<file path="config.mk">
export PLATFORM = sky130hd
export DESIGN_NAME = chipseq_trig_ctrl
export DESIGN_NICKNAME = d
export VERILOG_FILES = /design/src/rtl/cstc_pkg.sv /design/src/rtl/cstc_trig_sync.sv /design/src/rtl/cstc_down_cnt.sv /design/src/rtl/cstc_addr_gen.sv /design/src/rtl/chipseq_trig_ctrl.sv
export SDC_FILE = /design/constraint.sdc
export NUM_CORES = 1
export LEC_CHECK = 0
export BUFFER_PORTS_ARGS = -buffer_cell sky130_fd_sc_hd__buf_4
export CORE_AREA = 10 10 123 80
export DETAILED_ROUTE_END_ITERATION = 16
export DIE_AREA = 0 0 133 90
export PLACE_DENSITY = 0.83
export SLEW_MARGIN = 10
export SYNTH_ARGS = -nofsm -noshare
export SYNTH_HDL_FRONTEND = slang
export SYNTH_SLANG_ARGS = --single-unit
</file>
<file path="constraint.sdc">
create_clock -name clk -period 6.4 [get_ports clk]
set_input_delay 1.28 -clock clk [delete_from_list [all_inputs] [get_ports clk]]
set_output_delay 1.28 -clock clk [all_outputs]
set_load 0.1 [all_outputs]
</file>
<file path="src/rtl/cstc_pkg.sv">
package cstc_pkg;
  typedef enum logic [1:0] {
    MODE_FREE       = 2'd0,
    MODE_RETRIG     = 2'd1,
    MODE_ARM_ONCE   = 2'd2,
    MODE_ARM_RETRIG = 2'd3
  } play_mode_e;

  function automatic logic mode_is_armed(input play_mode_e m);
    return (m == MODE_ARM_ONCE) || (m == MODE_ARM_RETRIG);
  endfunction

  function automatic logic mode_takes_trig(input play_mode_e m);
    return m != MODE_FREE;
  endfunction
endpackage

</file>
<file path="src/rtl/cstc_trig_sync.sv">
module cstc_trig_sync #(
  parameter int STAGES = 2
) (
  input  logic clk,
  input  logic rst_n,
  input  logic async_in,
  input  logic fall_sel,
  output logic edge_pulse
);
  localparam int CHAIN = STAGES + 1;

  logic [CHAIN-1:0] chain_q;
  logic             sync_now;
  logic             sync_prev;

  always_ff @(posedge clk) begin
    if (!rst_n) chain_q <= '0;
    else        chain_q <= {chain_q[CHAIN-2:0], async_in};
  end

  assign sync_now  = chain_q[STAGES-1];
  assign sync_prev = chain_q[STAGES];

  function automatic logic pick_edge(input logic cur, input logic prv, input logic fall);
    return fall ? (prv & ~cur) : (cur & ~prv);
  endfunction

  assign edge_pulse = pick_edge(sync_now, sync_prev, fall_sel);


  edge_single_cycle_chk: assert property (@(posedge clk) disable iff (!rst_n)
    (edge_pulse && $stable(fall_sel)) |=> !edge_pulse);
endmodule

</file>
<file path="src/rtl/cstc_down_cnt.sv">
module cstc_down_cnt #(
  parameter int W = 16
) (
  input  logic         clk,
  input  logic         rst_n,
  input  logic         load,
  input  logic [W-1:0] load_val,
  input  logic         tick,
  output logic [W-1:0] cnt,
  output logic         busy,
  output logic         expire
);
  function automatic logic [W-1:0] dec_sat(input logic [W-1:0] v, input logic t);
    return (t && v != '0) ? v - 1'b1 : v;
  endfunction

  always_ff @(posedge clk) begin
    if (!rst_n)    cnt <= '0;
    else if (load) cnt <= load_val;
    else           cnt <= dec_sat(cnt, tick);
  end

  assign busy   = cnt != '0;
  assign expire = tick && !load && (cnt == {{(W-1){1'b0}}, 1'b1});


  no_count_up_chk: assert property (@(posedge clk) disable iff (!rst_n)
    !$past(load) |-> (cnt <= $past(cnt)));
endmodule

</file>
<file path="src/rtl/cstc_addr_gen.sv">
module cstc_addr_gen #(
  parameter int AW = 10
) (
  input  logic          clk,
  input  logic          rst_n,
  input  logic          start,
  input  logic          tick,
  input  logic [AW-1:0] len,
  output logic [AW-1:0] addr,
  output logic          run
);
  function automatic logic [AW-1:0] wrap_next(input logic [AW-1:0] a, input logic [AW-1:0] l);
    logic [AW-1:0] last;
    last = l - 1'b1;
    return (a == last) ? '0 : a + 1'b1;
  endfunction

  always_ff @(posedge clk) begin
    if (!rst_n) begin
      addr <= '0;
      run  <= 1'b0;
    end else if (start) begin
      addr <= '0;
      run  <= 1'b1;
    end else if (run && tick) begin
      addr <= wrap_next(addr, len);
    end
  end


  idle_addr_zero_chk: assert property (@(posedge clk) disable iff (!rst_n)
    !run |-> (addr == '0));


  addr_in_range_chk: assert property (@(posedge clk) disable iff (!rst_n)
    (len != '0) |-> (addr < len));


  run_sticky_chk: assert property (@(posedge clk) disable iff (!rst_n)
    $past(run) |-> run);
endmodule

</file>
<file path="src/rtl/chipseq_trig_ctrl.sv">
module chipseq_trig_ctrl
  import cstc_pkg::*;
#(
  parameter int ADDR_W      = 10,
  parameter int DLY_W       = 16,
  parameter int INH_W       = 16,
  parameter int SYNC_STAGES = 2
) (
  input  logic              clk,
  input  logic              rst_n,
  input  logic              chip_en,
  input  logic [1:0]        cfg_mode,
  input  logic              cfg_edge_fall,
  input  logic [ADDR_W-1:0] cfg_seq_len,
  input  logic [DLY_W-1:0]  cfg_delay,
  input  logic [INH_W-1:0]  cfg_inhibit,
  input  logic              trig_ext,
  input  logic              trig_manual,
  output logic [ADDR_W-1:0] rd_addr,
  output logic              rd_valid,
  output logic              trig_out
);
  play_mode_e        mode_live, mode_sh, mode_eff;
  logic [ADDR_W-1:0] len_sh, len_eff;
  logic [DLY_W-1:0]  dly_sh, dly_eff, dly_cnt;
  logic [INH_W-1:0]  inh_sh, inh_eff, inh_cnt;
  logic              run, idle;
  logic              ext_edge, trig_evt, trig_blocked, trig_accept;
  logic              dly_busy, dly_expire, dly_load;
  logic              inh_busy, inh_expire_unused;
  logic              free_start, start;

  assign mode_live = play_mode_e'(cfg_mode);
  assign idle      = !run && !dly_busy;

  always_ff @(posedge clk) begin
    if (!rst_n) begin
      mode_sh <= MODE_FREE;
      len_sh  <= '0;
      dly_sh  <= '0;
      inh_sh  <= '0;
    end else if (idle) begin
      mode_sh <= mode_live;
      len_sh  <= cfg_seq_len;
      dly_sh  <= cfg_delay;
      inh_sh  <= cfg_inhibit;
    end
  end

  assign mode_eff = idle ? mode_live   : mode_sh;
  assign len_eff  = idle ? cfg_seq_len : len_sh;
  assign dly_eff  = idle ? cfg_delay   : dly_sh;
  assign inh_eff  = idle ? cfg_inhibit : inh_sh;

  cstc_trig_sync #(.STAGES(SYNC_STAGES)) u_sync (
    .clk(clk), .rst_n(rst_n), .async_in(trig_ext),
    .fall_sel(cfg_edge_fall), .edge_pulse(ext_edge)
  );

  assign trig_evt     = ext_edge || trig_manual;
  assign trig_blocked = !mode_takes_trig(mode_eff) || dly_busy || inh_busy ||
                        ((mode_eff == MODE_ARM_ONCE) && run);
  assign trig_accept  = trig_evt && !trig_blocked;
  assign dly_load     = trig_accept && (dly_eff != '0);

  cstc_down_cnt #(.W(DLY_W)) u_delay (
    .clk(clk), .rst_n(rst_n), .load(dly_load), .load_val(dly_eff),
    .tick(chip_en), .cnt(dly_cnt), .busy(dly_busy), .expire(dly_expire)
  );

  cstc_down_cnt #(.W(INH_W)) u_inhibit (
    .clk(clk), .rst_n(rst_n), .load(trig_accept), .load_val(inh_eff),
    .tick(chip_en), .cnt(inh_cnt), .busy(inh_busy), .expire(inh_expire_unused)
  );

  assign free_start = idle && !mode_is_armed(mode_eff);
  assign start      = free_start || (trig_accept && (dly_eff == '0)) || dly_expire;

  cstc_addr_gen #(.AW(ADDR_W)) u_addr (
    .clk(clk), .rst_n(rst_n), .start(start), .tick(chip_en),
    .len(len_eff), .addr(rd_addr), .run(run)
  );

  assign rd_valid = run;
  assign trig_out = trig_accept;


  accept_leads_somewhere_chk: assert property (@(posedge clk) disable iff (!rst_n)
    trig_out |=> (rd_valid || dly_busy));


  inhibit_loaded_chk: assert property (@(posedge clk) disable iff (!rst_n)
    trig_out |=> (inh_cnt == $past(inh_eff)));


  no_trig_in_delay_chk: assert property (@(posedge clk) disable iff (!rst_n)
    (dly_cnt > 1) |=> !$rose(trig_out) || !dly_busy || (dly_cnt < $past(dly_cnt)) || !trig_out);


  free_mode_silent_chk: assert property (@(posedge clk) disable iff (!rst_n)
    (run && mode_sh == MODE_FREE) |-> !trig_out);
endmodule

</file>
### Yosys cells after proc, flatten, opt, wreduce, memory -nomap -nowiden

Index checks and enable logic that the tools add are counted.
W data, S select, Z words.

* register bits after elaboration: 90
* bits in latches: 0
* logic and storage cells: 64
* memories kept: 0
* bits in read-only memories: 0
* output and inout port bits: 12
* input bits: 50
* bits in writable memories: 0

* mux-type cells: 10
* equal/unequal tests: 4
* add/subtract/negate cells: 4
* $lt $le $gt $ge: 0
* multiply operators: 0
* bitwise logic cells: 5
* reduce and logical (&&, ||, !) cells: 32
* shift operators: 0
* div/mod/pow operators: 0

Operators with widths (count)
* $mux W16: 6
* $reduce_bool A16 Y1: 3
* $sub A16 B1 Y16 const B: 2
* $mux W10: 2
* $eq A16 B1 Y1 const B: 1
* $logic_not A16 Y1: 1
* $logic_and A1 B1 Y1: 11
* $add A10 B1 Y10 const B: 1
* $eq A10 B10 Y1: 1
* $sub A10 B1 Y10 const B: 1
* $logic_or A1 B1 Y1: 7
* $logic_not A1 Y1: 6
* $reduce_bool A2 Y1: 3
* $eq A2 B2 Y1 const B: 2
* $not A1 Y1: 3
* $and A1 B1 Y1: 2
* $mux W2: 1
* $reduce_or A2 Y1: 1
* $mux W1: 1

### Longest topological paths before layout

* depth in word-level cells: 17
* gate-level depth with buffers: 16

### By module

A second synthesis with hierarchy kept.

* cells, all modules: 547
* area total of the unflattened synthesis: 4927.2 um^2

Modules (own cells, without submodules)
* chipseq_trig_ctrl: instances 1, sequential area each 860.8 um^2, area an instance 1794.2 um^2, cells each 161
* cstc_down_cnt at u_inhibit: instances 1, sequential area each 320.3 um^2, area an instance 1112.3 um^2, cells each 138
* cstc_down_cnt at u_delay: instances 1, sequential area each 320.3 um^2, area an instance 1076.0 um^2, cells each 138
* cstc_addr_gen: instances 1, sequential area each 220.2 um^2, area an instance 843.3 um^2, cells each 101
* cstc_trig_sync: instances 1, sequential area each 60.1 um^2, area an instance 101.3 um^2, cells each 9

### Worst setup path before layout

Ideal clock, no wire load.

* kind: flip-flop to output port
* from: register u_addr.run
* to: output port trig_out
* path buffers: 0
* cell stages (with the launch flop): 5
* arrival: 4.735 ns
* path slack: 0.385 ns
* cells stage by stage: dfxtp_1 -> nor4_1 -> and4_1 -> mux2_2 -> nor4_1

* word-level cells in the longest chain between the ends: 10
* elaborated cells between the ends (all ways): 12

RTL lines
* start: declaration: RTL line cstc_addr_gen.sv:10 `output logic run`
* start signal: assignment: RTL line cstc_addr_gen.sv:21 `run <= 1'b0;`
* start signal: assignment: RTL line cstc_addr_gen.sv:24 `run <= 1'b1;`
* $logic_not A1 Y1: RTL line chipseq_trig_ctrl.sv:34 `assign idle = !run && !dly_busy;`
* $logic_and A1 B1 Y1: RTL line chipseq_trig_ctrl.sv:34
* $mux W2
* $reduce_bool A2 Y1: RTL line cstc_pkg.sv:14 `return m != MODE_FREE;`
* $logic_not A1 Y1: RTL line chipseq_trig_ctrl.sv:61 `assign trig_blocked = !mode_takes_trig(mode_eff) || dly_busy || inh_busy ||`
* $logic_or A1 B1 Y1 (2 in a row): RTL line chipseq_trig_ctrl.sv:61
* $logic_or A1 B1 Y1 (*): RTL line chipseq_trig_ctrl.sv:61
* $logic_not A1 Y1 (*): RTL line chipseq_trig_ctrl.sv:63 `assign trig_accept = trig_evt && !trig_blocked;`
* $logic_and A1 B1 Y1 (*): RTL line chipseq_trig_ctrl.sv:63
* end: declaration: RTL line chipseq_trig_ctrl.sv:21 `output logic trig_out`

Mark *: on every way between the ends. The rest lies on a longest branch, timed or not.

### Worst setup path after layout

* from: register u_delay.cnt[0]
* to: output port trig_out

* word-level cells in the longest chain between the ends: 11
* elaborated cells between the ends (all ways): 13

RTL lines
* start: declaration: RTL line cstc_down_cnt.sv:9 `output logic [W-1:0] cnt,`
* start signal: assignment: RTL line cstc_down_cnt.sv:19 `else if (load) cnt <= load_val;`
* start signal: assignment: RTL line cstc_down_cnt.sv:20 `else cnt <= dec_sat(cnt, tick);`
* $reduce_bool A16 Y1 (*): RTL line cstc_down_cnt.sv:23 `assign busy = cnt != '0;`
* $logic_not A1 Y1: RTL line chipseq_trig_ctrl.sv:34
* $logic_and A1 B1 Y1: RTL line chipseq_trig_ctrl.sv:34
* $mux W2
* $reduce_bool A2 Y1: RTL line cstc_pkg.sv:14
* $logic_not A1 Y1: RTL line chipseq_trig_ctrl.sv:61
* $logic_or A1 B1 Y1 (2 in a row): RTL line chipseq_trig_ctrl.sv:61
* $logic_or A1 B1 Y1 (*): RTL line chipseq_trig_ctrl.sv:61
* $logic_not A1 Y1 (*): RTL line chipseq_trig_ctrl.sv:63
* $logic_and A1 B1 Y1 (*): RTL line chipseq_trig_ctrl.sv:63

Marked as above.

==> flow_summary.json <==
{
  "outcome": "finished clean",
  "cp-end-kind": "output pin",
  "ctsHoldBuffers": 0,
  "cts_tree": "yes",
  "syn_inst": 541,
  "drt_iter0_markers": 412,
  "grt_overflow": 0,
  "grt_pass1_wl_um": 20700,
  "p_sw_share_pct": 46.0,
  "irDropWorstVdd_v": 0.000372,
  "num_rows": 25,
  "numPortBuffers": 61,
  "via_per_inst": 6.09,
  "start_util_pct": 59.8,
  "drt-total-wl_um": 12900,
  "hold_violations": 0,
  "fin_crit_sh_pct": 78.1,
  "h-tree-depth": 3,
  "ant_nets": 0,
  "hold_path_class": "flop to flop",
  "first_pass_iters": 5,
  "p_int_mw": 1.99,
  "cp_max_fo": 20,
  "grt_start_max_net_pins": 44,
  "synth_flop_cell": "dfxtp_1",
  "mostFrequentLayoutCell": "dfxtp_1",
  "maxCapViolCount": 0,
  "dieArea_um2": 12000,
  "path_clk_slew_ns": 0.07,
  "drc": 0,
  "async_flop_share_pct": 0,
  "hold_path_startpoint": "u_sync.chain_q[0]$_SDFF_PN0_",
  "synth_xor_area_share_pct": 6.69,
  "crit_start": "u_delay.cnt[0]$_SDFFE_PN0P_",
  "p_leak_nw": 2.20,
  "dpl.hpwl_um": 9360,
  "post_cts_resized": 0,
  "final_nets": 653,
  "synth_top_family_by_area": "simple AND/OR/NAND/NOR gates",
  "synth_area_per_cell_um2": 8.47,
  "fmax_ghz": 0.200,
  "cts.sinks": 90,
  "slowest_stage": "and4_1",
  "rr_startpoint": "u_delay.cnt[0]$_SDFFE_PN0P_",
  "synth.distinct_cells": 66,
  "clock-root-buffer": "clkbuf_16",
  "relSlewSlack_pct": 48.5,
  "synthToLayoutAreaGrowth_pct": 18.8,
  "die_h_um": 90,
  "rsz0062_at_grt": "no",
  "synth-simple-area-share_pct": 28.2,
  "core_area_um2": 7660,
  "synth-seq-cells": 90,
  "final_util_pct": 71.1,
  "critPathRequiredTime_ns": 5.12,
  "cp-start-kind": "flop",
  "path_buf_inv": 2,
  "mostFrequentLayoutCells": "90 x dfxtp_1, 72 x nand2_1, 65 x buf_4",
  "comb_power_share_pct": 57.3,
  "yosys_warnings": 0,
  "num_vias": 4321,
  "grt_antenna_before_repair": 0,
  "synthAdderAreaFrac_pct": 1.64,
  "synth.top_cell.area_share_pct": 39.3,
  "grt_use_total_pct": 21.0,
  "synth_nets": 597,
  "powerDensity_nw_per_um2": 677,
  "cp_data_arrival_time_ns": 3.72,
  "cp_cell_sequence": "inv_1 > ha_1 > nor4b_2 > and4_1 > mux2_2 > nor4_1 > buf_4",
  "slew_violations": 0,
  "grt_pass1_vias": 4134,
  "diodes": 0,
  "yosys-top-cells-area": "dfxtp_1 39%, nand2_1 5.9%, mux2i_1 5.0%",
  "cts_setup_buffers": 0,
  "cp_slowest_stage_delay_ns": 0.79,
  "p_switching_mw": 1.69,
  "hold-worst-slack_ns": 0.434,
  "fillers": 607,
  "gp_congestion": 0.911,
  "synth_edf_count": 0,
  "clockPowerShare_pct": 15.7,
  "setup-violations-final": 0,
  "worst_pin_slew_ns": 0.772,
  "synth_top_cell_by_area": "dfxtp_1",
  "die_w_um": 133,
  "cts_max_path_buffers": 2,
  "ys_seq_area_share_pct": 39.3,
  "path_class": "flop to output pin",
  "pwr-share-seq_pct": 27.0,
  "synthMuxAreaShare_pct": 6.30,
  "tns_ns": 0,
  "finalCriticalPeriod_ns": 5.00,
  "clk_latency_ns": 0.35,
  "synth_compound_area_share_pct": 15.0,
  "io_pins": 62,
  "finClkSkew_ns": 0.00789,
  "cp_top_family": "simple AND/OR/NAND/NOR gates",
  "syn-cell-area_um2": 4580,
  "wl_per_cell_um": 18.2,
  "final_layout_size_suffix_gt1_share_pct": 17.3,
  "cts_buffers": 9
}
## cells in the mapped netlist, drive strengths merged (3+ instances only)
cell,number
a21o,8
or4,3
or3,9
clkbuf,13
nand4,14
inv,9
and2,7
nand2,73
o31a,3
and3,5
a31oi,4
nor3,24
o21a,10
nand2b,3
o31ai,4
dfxtp,90
buf,7
nor2b,4
xnor2,20
nor4,31
nor2,59
a21oi,44
xor2,15
ha,6
mux2i,25
nand3,5
o21ai,16
## final cells by class
cell class | count | area [um^2] | area share (%)
Timing Repair Buffer | 65 | 488 | 8.96
Clock buffer | 10 | 239 | 4.39
Inverter | 9 | 33.8 | 0.620
Multi-Input combinational cell | 422 | 2660 | 48.8
Sequential cell | 90 | 1800 | 33.1
Clock inverter | 6 | 90.1 | 1.65
Tap cell | 108 | 135 | 2.48
## cell families (layout without fill, tap and decap cells)
logic type	count (synthesis)	count (layout)
flops	90	90
compound gates	107	107
xor+xnor	35	35
fa+ha+maj	6	6
simple gates	247	247
mux	27	27
buf+inv	29	90
## state kept, by name (all words and copies together) (netlist names)
register        count
dly_sh             16
inh_sh             16
len_sh             10
mode_sh             2
u_addr.addr        10
u_addr.run          1
u_delay.cnt        16
u_inhibit.cnt      16
u_sync.chain_q      3
## final timing paths
path,to,slack (ns),depth (start not counted)
setup / recovery,trig_out,1.40,7
hold / removal,u_sync.chain_q[1]$_SDFF_PN0_,0.43,1
setup reg to reg,u_addr.addr[2]$_SDFFE_PP0P_,2.09,14
hold reg to reg,u_sync.chain_q[1]$_SDFF_PN0_,0.43,1
## metal layers
metal	wire length (um)	track usage [%]	vias to the layer above
li1	-	-	2061
met1	5700	26.2	2055
met2	6020	33.9	187
met3	1060	7.00	18
met4	138	5.29	0
met5	0	0	-
## power by group through the flow
| stage | sequential, mW | combinational [mW] | clock (mW) |
|---|---|---|---|
| global route | 1.02 | 2.31 | 0.608 |
| global placement | 0.972 | 1.97 | 0 |
| finish | 0.996 | 2.11 | 0.579 |
| detailed placement | 0.991 | 2.05 | 0 |
| CTS | 0.988 | 2.08 | 0.584 |
| floorplan | 0.959 | 1.62 | 0 |
## metrics by stage
stage	std cells	worst slack [ns]	total power [mW]	area, um^2
floorplan	541	0.385	2.58	4580
global placement	694	2.11	2.95	5120
detailed placement	694	1.89	3.04	5120
CTS	710	1.51	3.65	5450
global route	710	1.16	3.94	5450
finish	710	1.40	3.68	5450
Power figures use the tool's default switching activity.
